File: config.mk
export PLATFORM = sky130hd
export DESIGN_NAME = fifo_phase_seq
export DESIGN_NICKNAME = d
export VERILOG_FILES = /design/src/rtl/fps_pkg.sv /design/src/rtl/fps_gap_timer.sv /design/src/rtl/fps_byte_cnt.sv /design/src/rtl/fifo_phase_seq.sv
export SDC_FILE = /design/constraint.sdc
export NUM_CORES = 1
export LEC_CHECK = 0
export BUFFER_PORTS_ARGS = -buffer_cell sky130_fd_sc_hd__clkbuf_2
export CAP_MARGIN = 15
export CORE_MARGIN = 3
export CORE_UTILIZATION = 40
export DETAILED_ROUTE_END_ITERATION = 7
export PLACE_DENSITY = 0.72
export SLEW_MARGIN = 20
export SYNTH_ARGS = -nofsm -noshare
export SYNTH_HDL_FRONTEND = slang
export SYNTH_HIERARCHICAL = 1
export SYNTH_SLANG_ARGS = --single-unit
File: constraint.sdc
create_clock -name clk -period 3.2 [get_ports clk]
set_input_delay 0.32 -clock clk [delete_from_list [all_inputs] [get_ports clk]]
set_output_delay 0.32 -clock clk [all_outputs]
set_load 0.005 [all_outputs]
File: src/rtl/fps_pkg.sv
package fps_pkg;

   localparam int CNT_W = 4;

   localparam int ST_RQM  = 7;
   localparam int ST_DIO  = 6;
   localparam int ST_NDMA = 5;
   localparam int ST_BSY  = 4;

   localparam logic [7:0] INVALID_CODE = 8'h80;

   typedef enum logic [1:0] {
      PH_IDLE,
      PH_CMD,
      PH_EXEC,
      PH_RES
   } phase_t;

   typedef struct packed {
      logic             known;
      logic [CNT_W-1:0] n_param;
      logic             has_exec;
      logic [CNT_W-1:0] n_result;
   } shape_t;

   function automatic shape_t decode_op(input logic [7:0] op);
      shape_t s;
      s = '0;
      case (op)
         8'h03: begin s.known = 1'b1; s.n_param = 4'd2; s.has_exec = 1'b0; s.n_result = 4'd0; end
         8'h07: begin s.known = 1'b1; s.n_param = 4'd1; s.has_exec = 1'b1; s.n_result = 4'd2; end
         8'h08: begin s.known = 1'b1; s.n_param = 4'd0; s.has_exec = 1'b0; s.n_result = 4'd2; end
         8'h06: begin s.known = 1'b1; s.n_param = 4'd8; s.has_exec = 1'b1; s.n_result = 4'd7; end
         default: s = '0;
      endcase
      return s;
   endfunction

endpackage

File: src/rtl/fps_gap_timer.sv
module fps_gap_timer #(
   parameter int GAP_CYC = 100
) (
   input  logic clk,
   input  logic rst_n,
   input  logic start,
   output logic active
);
   localparam int W = (GAP_CYC < 2) ? 1 : $clog2(GAP_CYC + 1);

   generate
      if (GAP_CYC < 1) begin : g_bad
         $error("fps_gap_timer: GAP_CYC must be at least 1");
      end else if (GAP_CYC == 1) begin : g_single
         logic hold_q;
         always_ff @(posedge clk or negedge rst_n) begin
            if (!rst_n) hold_q <= 1'b0;
            else        hold_q <= start;
         end
         assign active = hold_q;
      end else begin : g_count
         logic [W-1:0] cnt_q;
         always_ff @(posedge clk or negedge rst_n) begin
            if (!rst_n)           cnt_q <= '0;
            else if (start)       cnt_q <= W'(GAP_CYC);
            else if (cnt_q != '0) cnt_q <= cnt_q - 1'b1;
         end
         assign active = (cnt_q != '0);

         AST_GAP_RELOAD: assert property (@(posedge clk) disable iff (!rst_n)
            start |=> active) else $error("gap not started");
      end
   endgenerate

endmodule

File: src/rtl/fps_byte_cnt.sv
module fps_byte_cnt #(
   parameter int W = 4
) (
   input  logic         clk,
   input  logic         rst_n,
   input  logic         load,
   input  logic [W-1:0] load_val,
   input  logic         dec,
   output logic [W-1:0] left,
   output logic [W-1:0] idx,
   output logic         last
);
   generate
      if (W < 2) begin : g_bad
         $error("fps_byte_cnt: W must be at least 2");
      end
   endgenerate

   always_ff @(posedge clk or negedge rst_n) begin
      if (!rst_n) begin
         left <= '0;
         idx  <= '0;
      end else if (load) begin
         left <= load_val;
         idx  <= '0;
      end else if (dec) begin
         left <= left - 1'b1;
         idx  <= idx + 1'b1;
      end
   end

   assign last = (left == W'(1));

   AST_NO_UNDERFLOW: assert property (@(posedge clk) disable iff (!rst_n)
      dec |-> (left != '0)) else $error("counter underflow");

endmodule

File: src/rtl/fifo_phase_seq.sv
module fifo_phase_seq #(
   parameter int GAP_CYC = 100
) (
   input  logic       clk,
   input  logic       rst_n,
   input  logic       wr_en,
   input  logic [7:0] wr_data,
   input  logic       rd_en,
   output logic [7:0] rd_data,
   input  logic       exec_done,
   output logic [7:0] status
);
   import fps_pkg::*;

   localparam int W = CNT_W;

   generate
      if (GAP_CYC < 1) begin : g_bad_gap
         $error("fifo_phase_seq: GAP_CYC must be at least 1");
      end
   endgenerate

   phase_t     phase_q, phase_d;
   shape_t     shape_q, shape_new;
   logic [3:0] op_q;
   logic       unk_q;

   logic         gap_active;
   logic         rqm, dio, ndma, bsy;
   logic         wr_acc, rd_acc;
   logic         ld;
   logic [W-1:0] ld_val;
   logic         dec;
   logic [W-1:0] left, idx;
   logic         last;
   logic [7:0]   res_byte;

   assign rqm  = !gap_active && (phase_q != PH_EXEC);
   assign dio  = (phase_q == PH_RES);
   assign ndma = (phase_q == PH_EXEC);
   assign bsy  = (phase_q != PH_IDLE);

   always_comb begin
      status          = '0;
      status[ST_RQM]  = rqm;
      status[ST_DIO]  = dio;
      status[ST_NDMA] = ndma;
      status[ST_BSY]  = bsy;
   end

   assign wr_acc    = wr_en && rqm && !dio;
   assign rd_acc    = rd_en && rqm && dio;
   assign shape_new = decode_op(wr_data);

   always_comb begin
      phase_d = phase_q;
      ld      = 1'b0;
      ld_val  = '0;
      dec     = 1'b0;
      case (phase_q)
         PH_IDLE: if (wr_acc) begin
            if (!shape_new.known) begin
               phase_d = PH_RES; ld = 1'b1; ld_val = W'(1);
            end else if (shape_new.n_param != '0) begin
               phase_d = PH_CMD; ld = 1'b1; ld_val = shape_new.n_param;
            end else if (shape_new.has_exec) begin
               phase_d = PH_EXEC;
            end else if (shape_new.n_result != '0) begin
               phase_d = PH_RES; ld = 1'b1; ld_val = shape_new.n_result;
            end
         end
         PH_CMD: if (wr_acc) begin
            if (last) begin
               if (shape_q.has_exec) begin
                  phase_d = PH_EXEC;
               end else if (shape_q.n_result != '0) begin
                  phase_d = PH_RES; ld = 1'b1; ld_val = shape_q.n_result;
               end else begin
                  phase_d = PH_IDLE;
               end
            end else begin
               dec = 1'b1;
            end
         end
         PH_EXEC: if (exec_done) begin
            if (shape_q.n_result != '0) begin
               phase_d = PH_RES; ld = 1'b1; ld_val = shape_q.n_result;
            end else begin
               phase_d = PH_IDLE;
            end
         end
         PH_RES: if (rd_acc) begin
            if (last) phase_d = PH_IDLE;
            else      dec = 1'b1;
         end
         default: phase_d = PH_IDLE;
      endcase
   end

   always_ff @(posedge clk or negedge rst_n) begin
      if (!rst_n) begin
         phase_q <= PH_IDLE;
         shape_q <= '0;
         op_q    <= '0;
         unk_q   <= 1'b0;
      end else begin
         phase_q <= phase_d;
         if (phase_q == PH_IDLE && wr_acc) begin
            shape_q <= shape_new;
            op_q    <= wr_data[3:0];
            unk_q   <= !shape_new.known;
         end
      end
   end

   fps_gap_timer #(.GAP_CYC(GAP_CYC)) u_gap (
      .clk    (clk),
      .rst_n  (rst_n),
      .start  (wr_acc || rd_acc),
      .active (gap_active)
   );

   fps_byte_cnt #(.W(W)) u_cnt (
      .clk      (clk),
      .rst_n    (rst_n),
      .load     (ld),
      .load_val (ld_val),
      .dec      (dec),
      .left     (left),
      .idx      (idx),
      .last     (last)
   );

   assign res_byte = unk_q ? INVALID_CODE : {idx[3:0], op_q};
   assign rd_data  = rd_acc ? res_byte : 8'h00;

   AST_WR_GAP: assert property (@(posedge clk) disable iff (!rst_n)
      (wr_en && status[7] && !status[6]) |=> !status[7]) else $error("no gap after write");
   AST_RES_BUSY: assert property (@(posedge clk) disable iff (!rst_n)
      status[6] |-> status[4]) else $error("result phase without busy");
   AST_EXEC_NOT_READY: assert property (@(posedge clk) disable iff (!rst_n)
      status[5] |-> (!status[7] && !status[6])) else $error("ready during execution");
   AST_NDMA_FALL: assert property (@(posedge clk) disable iff (!rst_n)
      $fell(status[5]) |-> (status[6] || !status[4])) else $error("bad exit from execution");
   AST_RD_ZERO: assert property (@(posedge clk) disable iff (!rst_n)
      (rd_en && !(status[7] && status[6])) |-> (rd_data == 8'h00)) else $error("data without ready");
   AST_PTR_HOLD: assert property (@(posedge clk) disable iff (!rst_n)
      (status[6] && !status[7]) |=> $stable(idx)) else $error("pointer moved while not ready");

endmodule

---- Yosys cells after proc, flatten, opt, wreduce, memory -nomap -nowiden ----
Index checks and enable logic that the tools add are counted.
storage, ports and cells
  register bits after elaboration ......... 27
  bits of input ports ..................... 13
  output and inout port bits .............. 16
  word-level logic and storage cells ...... 94
cells by class
  add/sub/neg operators ................... 3
  equality and inequality tests ........... 16
  multiplexer cells ....................... 48
  reduce and logical (&&, ||, !) cells .... 19
operators with widths
  operator                                          count
  two-way mux 4 bit                                 14
  case mux 10 bit (4 select lines)                  1
  two-way mux 2 bit                                 12
  == test 8 x 3 -> 1 bit, second input constant     2
  two-way mux 8 bit                                 2
  two-way mux 7 bit                                 2
  two-way mux 1 bit                                 13
  case mux 4 bit (3 select lines)                   1
  nonzero test 4 bit                                3
  != test 2 bit, second input constant              5
  == test 8 x 2 -> 1 bit, second input constant     1
  == test 8 x 4 -> 1 bit, second input constant     1
  case mux 2 bit (4 select lines)                   1
  AND reduction 7 bit                               1
  nonzero test 7 bit                                1
  subtractor 7 x 1 -> 7 bit, second input constant  1
  logical AND 1 bit                                 6
  nonzero test 2 bit                                3
  != test 5 bit, second input constant              1
  adder 4 x 1 -> 4 bit, second input constant       1
  == test 2 bit, second input constant              2
  == test 4 x 1 -> 1 bit, second input constant     1
  != test 2 x 1 -> 1 bit, second input constant     2
  subtractor 4 x 1 -> 4 bit, second input constant  1
  6 further kinds                                   8

---- Depth between registers and ports, before layout ----
Gate-level depths: netlist (run 1).
  depth after elaboration ................. 10
  depth in mapped cells ................... 12
  depth with buffers taken out ............ 11

---- Modules after synthesis ----
Netlist (run 1), hierarchy kept.
modules (own cells, without submodules)
  module          times used  cells each  area each (µm²)
  fifo_phase_seq  1           95          888.4
  fps_byte_cnt    1           40          429.2
  fps_gap_timer   1           34          377.9

---- Least setup slack after synthesis (run 1) ----
OpenSTA, ideal clock, no wires.
  kind .................................... reg2reg
  start ................................... register u_gap.g_count.cnt_q[3]
  end ..................................... register u_cnt.left[0]
  data arrival time ....................... 2.293 ns
  required time ........................... 3.064 ns
  setup slack ............................. 0.771 ns
  cell stages (with the launch flop) ...... 10
  path buffers ............................ 1
  cell sequence ........................... dfrtp_1 or3_4 nor3_4 inv_1 and2b_1 nor4b_4 a21oi_1 o21ai_1 clkbuf_1 o21ai_0
between the ends
  cells in the longest elaborated chain, start to end .. 8
  elaborated cells on any way between the ends .. 18
ends and longest elaborated chain
  item                                                            RTL line                                    source
  start, declared                                                 fps_gap_timer.sv:22                         logic [W-1:0] cnt_q;
  start signal, assigned                                          fps_gap_timer.sv:25                         else if (start) cnt_q <= W'(GAP_CYC);
  start signal, assigned                                          fps_gap_timer.sv:26                         else if (cnt_q != '0) cnt_q <= cnt_q - 1'b1;
  nonzero test 7 bit (*)                                          fps_gap_timer.sv:28                         assign active = (cnt_q != '0);
  via gap_active                                                  fifo_phase_seq.sv:28                        logic gap_active;
  zero test 1 bit (*)                                             fifo_phase_seq.sv:38                        assign rqm = !gap_active && (phase_q != PH_EXEC);
  logical AND 1 bit (*)                                           fifo_phase_seq.sv:38
  logical AND 1 bit (*) (2 in series)                             fifo_phase_seq.sv:51                        assign wr_acc = wr_en && rqm && !dio;
  two-way mux 1 bit (on tied branches)                            fifo_phase_seq.sv:72, fifo_phase_seq.sv:61
  case mux 1 bit (3 select lines) (*)                             fifo_phase_seq.sv:60                        case (phase_q)
  via ld                                                          fifo_phase_seq.sv:31                        logic ld;
  two-way mux 4 bit / nonzero test 2 bit (equally long branches)  n/a
  end signal, assigned                                            fps_byte_cnt.sv:24                          left <= load_val;
  end signal, assigned                                            fps_byte_cnt.sv:27                          left <= left - 1'b1;
  end, declared                                                   fps_byte_cnt.sv:9                           output logic [W-1:0] left,
Mark *: on every way through the listed nets, which the timed path passes. The rest lies on a longest branch.
A chain may end at the register's enable or synchronous reset.

---- Worst setup path after layout (run 1) ----
  start ................................... register u_gap.g_count.cnt_q[3]
  end ..................................... register u_cnt.left[3]
between the ends
  cells in the longest elaborated chain, start to end .. 8
  elaborated cells on any way between the ends .. 18
ends and longest elaborated chain
  item                                                RTL line                                    source
  nonzero test 7 bit (*)                              fps_gap_timer.sv:28
  via gap_active                                      fifo_phase_seq.sv:28
  zero test 1 bit (*)                                 fifo_phase_seq.sv:38
  logical AND 1 bit (*)                               fifo_phase_seq.sv:38
  logical AND 1 bit (on tied branches) (2 in series)  fifo_phase_seq.sv:52, fifo_phase_seq.sv:51
  two-way mux 1 bit (on tied branches)                fifo_phase_seq.sv:92, fifo_phase_seq.sv:72
  case mux 1 bit (2 select lines) (*)                 fifo_phase_seq.sv:60
  via dec                                             fifo_phase_seq.sv:33                        logic dec;
  nonzero test 2 bit (no line) (*)                    n/a
Marks and branches as above.

==> results.toml, run 1 <==
[logic_synthesis]
synth_compound_area_share_pct = 13.9
synth_common_cells = "dfrtp_1, inv_1, nor2_1"
ys_ff_latch = 25
synth_edf_count = 0
synth_cell_types = 54
synth_fa_ha_area_share_pct = 2.95
synth_top_family_by_area = "simple AND/OR/NAND/NOR gates"
synthMuxAreaShare_pct = 5.46
synthSimpleGateAreaFrac_pct = 28.2
synth_area_leader_cell = "dfrtp_1"
seq_area_frac_synth_pct = 36.9
syn-instance-count = 169
yosys.area.top_type_share_pct = 36.9
yosys.area_share.xor_xnor_pct = 4.13
yosysMostFrequentCell = "dfrtp_1"
synth_area_per_cell_um2 = 10.0
synth_flop_cell = "dfrtp_1"
synthArstFlopShare_pct = 100
syn_area_um2 = 1700
yosysWarnings = 6
netlist_top_cells_area = "dfrtp_1, buf_4, mux2_4"

[worst_setup_path]
cp_top_family = "simple AND/OR/NAND/NOR gates"
end_kind = "flop"
arrival_ns = 2.94
critPathRequiredTime_ns = 3.36
reg2reg_slack_ns = 0.43
start_kind = "flop"
path_class = "flop to flop"
critPathMaxFanout = 10
cpPeakStageDelay_ns = 0.42
cp.buffers_inverters = 1
worstPathCellList = "or3_4 > nor3_4 > inv_1 > a21oi_2 > and3_1 > nor4b_4 > xor2_1 > mux2_2"
crit_slowest_cell = "dfrtp_1"

[power_and_ir_drop]
internal-power_w = 0.000733
clkPwrFrac_pct = 16.3
power.total_w = 0.00118
vdd_drop_max_v = 0.000272
seq_power_share_pct = 45.8
switching_share_pct = 37.7
pwr-share-comb_pct = 37.9
leakage_nw = 0.843
power.density_nw_per_um2 = 636
p_switching_w = 0.000444

[sta]
setup_tns_ns = 0
fin_hold_ws_ns = 0.0559
finalCriticalPeriod_ns = 2.77
worstMarginPinSlew_ns = 0.643
setup_viol = 0
period_share_pct = 86.7
rsz0062_at_grt = "no"
max-slew-margin-rel_pct = 57.2
report.final.slew_viol_count = 0
fin_skew_ns = 0.00397
hold_viol_final = 0
fmaxAchievable_ghz = 0.361

[floorplan]
rows = 23
io_pins = 29
die_area_um2 = 5060
initial_core_util_pct = 41.8
die_x_um = 71.1
core_area_um2 = 4060
die_h_um = 71.1

[finish]
post-route-util_pct = 45.6
num-nets-final = 207
area_delta_synth_final_pct = 9.23
drive_gt1_share_pct = 29.1
diodes = 0

[job]
maxCapViolCount = 0

[clock_tree]
clockBufferDepth = 2
cts_tree = "built"
cts_hold_buf = 0
cts_max_level = 1
numCtsBuffers = 3
cts_sinks = 25
cts_setup_buffers = 0
clock_latency_ns = 0.27
cts_root_buffer = "clkbuf_8"
ctsResizeCount = 0
clk_pin_slew_worst_paths_ns = 0.09

[drt]
routedWlPerCell_um = 12.4
vias_per_cell = 5.05
postRouteAntennaNets = 0
firstDrtPassIters = 4
route.detailed.drc = 0
wl_mm = 2.97
drtIter0Drc = 31
via_count = 1207

[global_route]
grt_max_degree = 26
antenna_found_initial = 0
first_global_vias = 1247
grt_usage_pct = 13.1
grt_pass1_wl_mm = 5.50
overflow = 0

[outcome]
status = "finished clean"

[min_path]
hold_path.class = "input pin to async pin"

[placement]
gp_congestion = 0.768
portBuffers = 24
dp_hpwl_mm = 2.26
## registers in the layout, indices dropped and copies added, names as in the netlist
signal               flops
unk_q                    1
u_cnt/idx                4
u_gap/g_count.cnt_q      7
u_cnt/left               4
phase_q                  2
shape_q                  3
op_q                     4
## metal layers
layer | global-route usage (%) | routed length [µm] | up-vias
li1 | - | - | 615
met1 | 17.7 | 1370 | 568
met2 | 21.9 | 1450 | 19
met3 | 2.84 | 111 | 5
met4 | 2.51 | 27 | 0
met5 | 0 | 0 | -
## logic make-up (layout without fill, tap and decap cells)
kind of cell             count (synthesis)  count (layout)
buffers and inverters                   24              41
adder cells (fa/ha/maj)                  4               4
other                                    1               4
XOR/XNOR                                 8               8
multiplexers                             7               7
AND/OR/NAND/NOR                         66              66
flip-flops                              25              25
AO/OA/AOI/OAI                           34              34
## path summary, 6_finish.rpt
check / startpoint / endpoint / cells past startpoint
max in group asynchronous: rst_n / phase_q[1] / 1
max: u_gap/g_count.cnt_q[3] / u_cnt/left[3] / 8
min: rst_n / u_cnt/left[2] / 1
max reg2reg: u_gap/g_count.cnt_q[3] / u_cnt/left[3] / 8
min reg2reg: shape_q[4] / shape_q[4] / 2
min in group clk: wr_data[3] / op_q[3] / 2
## power groups by stage
stage | Clock, W | Combinational [W] | Sequential, W
2_1_floorplan | 0 | 0.000411 | 0.000505
3_5_place_dp | 0 | 0.000449 | 0.000546
3_3_place_gp | 0 | 0.000447 | 0.000544
4_1_cts | 0.000201 | 0.000453 | 0.000540
5_1_grt | 0.000214 | 0.000513 | 0.000559
6_report | 0.000191 | 0.000446 | 0.000539
## cell usage in the layout, fill, tap and decap left out, drive strengths merged, types with 3 or more instances in the layout
cell type,instances
nand2,10
nor3b,5
clkbuf,27
and2,8
ha,4
a21oi,8
nand2b,6
inv,12
or3,4
o31a,4
o21ai,12
xnor2,4
mux2,6
conb,4
nand3,3
dfrtp,25
nor3,4
xor2,4
nor2,14
## metrics by stage
step	cells	setup WS, ns	instance area, µm²
6_report	239	0.426	1850
5_1_grt	239	0.188	1850
4_1_cts	239	0.409	1850
3_5_place_dp	235	0.425	1800
3_3_place_gp	235	0.510	1800
2_1_floorplan	172	0.771	1710
## final cells by class
type	count	area, µm²
clock inverters	1	7.51
multi-input cells	123	942
inverters	12	45.0
fillers	388	2210
clock buffers	3	41.3
flip-flops and latches	25	626
repair buffers	25	128
well taps	50	62.6
(Power assumes the default switching activity.)
==> inputs of run 2 (changes only) <==
--- a/config.mk
+++ b/config.mk
@@ -10,6 +10,7 @@
 export CORE_MARGIN = 3
 export CORE_UTILIZATION = 40
 export DETAILED_ROUTE_END_ITERATION = 7
+export GPL_TIMING_DRIVEN = 0
 export PLACE_DENSITY = 0.72
 export SLEW_MARGIN = 20
 export SYNTH_ARGS = -nofsm -noshare
==> constraint.sdc (replaced) <==
create_clock -name clk -period 3.25 [get_ports clk]
set_input_delay 0.325 -clock clk [delete_from_list [all_inputs] [get_ports clk]]
set_output_delay 0.325 -clock clk [all_outputs]
set_load 0.01 [all_outputs]
==> results.toml, run 2 (synthesis results as in run 1) <==
[drt]
wl_mm = 2.92
wl_met1_mm = 1.39
wl_met2_mm = 1.40
top_layer_used = "met4"
via_count = 1231
firstDrtPassIters = 3
routedWlPerCell_um = 11.7
wl_met3_um = 109
vias_per_cell = 4.92
drtIter0Drc = 57
postRouteAntennaNets = 0
route.detailed.drc = 0

[finish]
layout_common_cells = "dfrtp_1, clkbuf_2, inv_1, nor2_1"
nFillCells = 385
largest_register = "u_gap/g_count.cnt_q"
largest_reg_flops = 7
area_delta_synth_final_pct = 14.1
diodes = 0
final_common_cell = "dfrtp_1"
num-nets-final = 218
drive_gt1_share_pct = 32.0

[clock_tree]
cts_hold_buf = 0
clock_latency_ns = 0.26
numCtsBuffers = 3
clk_pin_slew_worst_paths_ns = 0.08
cts_setup_buffers = 0
cts_root_buffer = "clkbuf_8"
cts_max_level = 1
clockBufferDepth = 2
cts_tree = "built"
cts_sinks = 25
ctsResizeCount = 0

[sta]
max-slew-margin-rel_pct = 58.3
fin_skew_ns = 0.00196
worstMarginPinSlew_ns = 0.625
report.final.slew_viol_count = 0
rsz0062_at_grt = "no"
hold_viol_final = 0
setup_tns_ns = 0
period_share_pct = 86.6
setup_viol = 0
finalCriticalPeriod_ns = 2.81
fmaxAchievable_ghz = 0.355
fin_ws_ns = 0.435

[worst_setup_path]
crit_slowest_cell = "dfrtp_1"
worstPathCellList = "or3_4 > nor3_4 > inv_1 > and2b_1 > nor4b_4 > a21oi_1 > o21ai_1 > clkbuf_1 > o21ai_0"
critPathRequiredTime_ns = 3.39
arrival_ns = 2.95
critPathMaxFanout = 10
cpPeakStageDelay_ns = 0.43
start_kind = "flop"
cp.buffers_inverters = 2
cp_top_family = "simple AND/OR/NAND/NOR gates"
reg2reg_slack_ns = 0.44
end_kind = "flop"
path_class = "flop to flop"

[global_route]
grt_max_degree = 26
grt_usage_pct = 12.5
grt_pass1_wl_mm = 5.15
first_global_vias = 1138
overflow = 0
antenna_found_initial = 0

[floorplan]
initial_core_util_pct = 41.8
rows = 23
die_h_um = 71.1
io_pins = 29
core_area_um2 = 4060
die_x_um = 71.1
die_area_um2 = 5060

[power_and_ir_drop]
leakage_nw = 0.899
power.density_nw_per_um2 = 618
vdd_drop_max_v = 0.000220

[placement]
gp_congestion = 0.777
pre_cts_ws_ns = 0.393
portBuffers = 24
dp_hpwl_mm = 2.27

[min_path]
hold_path.class = "input pin to async pin"

[job]
maxCapViolCount = 0

[outcome]
status = "finished clean"
-- run 2: layer usage --
metal | track usage, % | vias up
li1 | - | 638
met1 | 17.0 | 575
met2 | 20.3 | 16
met3 | 3.13 | 2
met4 | 2.51 | 0
met5 | 0 | -
-- run 2: power by group --
part           switching [W]  internal (W)  leakage, nW
registers           0.000105      0.000407        0.320
clock network      0.0000948     0.0000876       0.0228
logic               0.000242      0.000259        0.556
-- run 2: final timing paths --
kind                                        startpoint                     end  depth (start not counted)
worst max-delay path            u_gap/g_count.cnt_q[3]           u_cnt/left[0]                          9
worst min-delay path                             rst_n  u_gap/g_count.cnt_q[0]                          1
worst max register to register  u_gap/g_count.cnt_q[3]           u_cnt/left[0]                          9
worst min register to register                 op_q[0]                 op_q[0]                          1
max in group asynchronous                        rst_n            u_cnt/idx[3]                          1
min in group clk                            wr_data[3]                 op_q[3]                          2
-- run 2: area by class of cell --
| class | count | area (µm²) | area share (%) |
|---|---|---|---|
| multi-input combinational | 123 | 942 | 48.7 |
| tap | 50 | 62.6 | 3.23 |
| inverter | 12 | 45.0 | 2.33 |
| buffer | 12 | 93.8 | 4.85 |
| timing repair buffer | 24 | 120 | 6.21 |
| clock buffer | 4 | 45.0 | 2.33 |
| sequential | 25 | 626 | 32.3 |
-- run 2: metrics by stage --
step / instances / hold slack [ns] / power, W / utilization, % / instance area [µm²]
after floorplan: 172 / 0.0294 / 0.000911 / - / 1710
after global placement: 246 / 0.379 / 0.00101 / 46.6 / 1890
after detailed placement: 246 / 0.373 / 0.00102 / 46.6 / 1890
after CTS: 250 / 0.0767 / 0.00122 / 47.7 / 1930
after global routing: 250 / 0.101 / 0.00130 / 47.7 / 1930
final: 250 / 0.0590 / 0.00120 / 47.7 / 1930
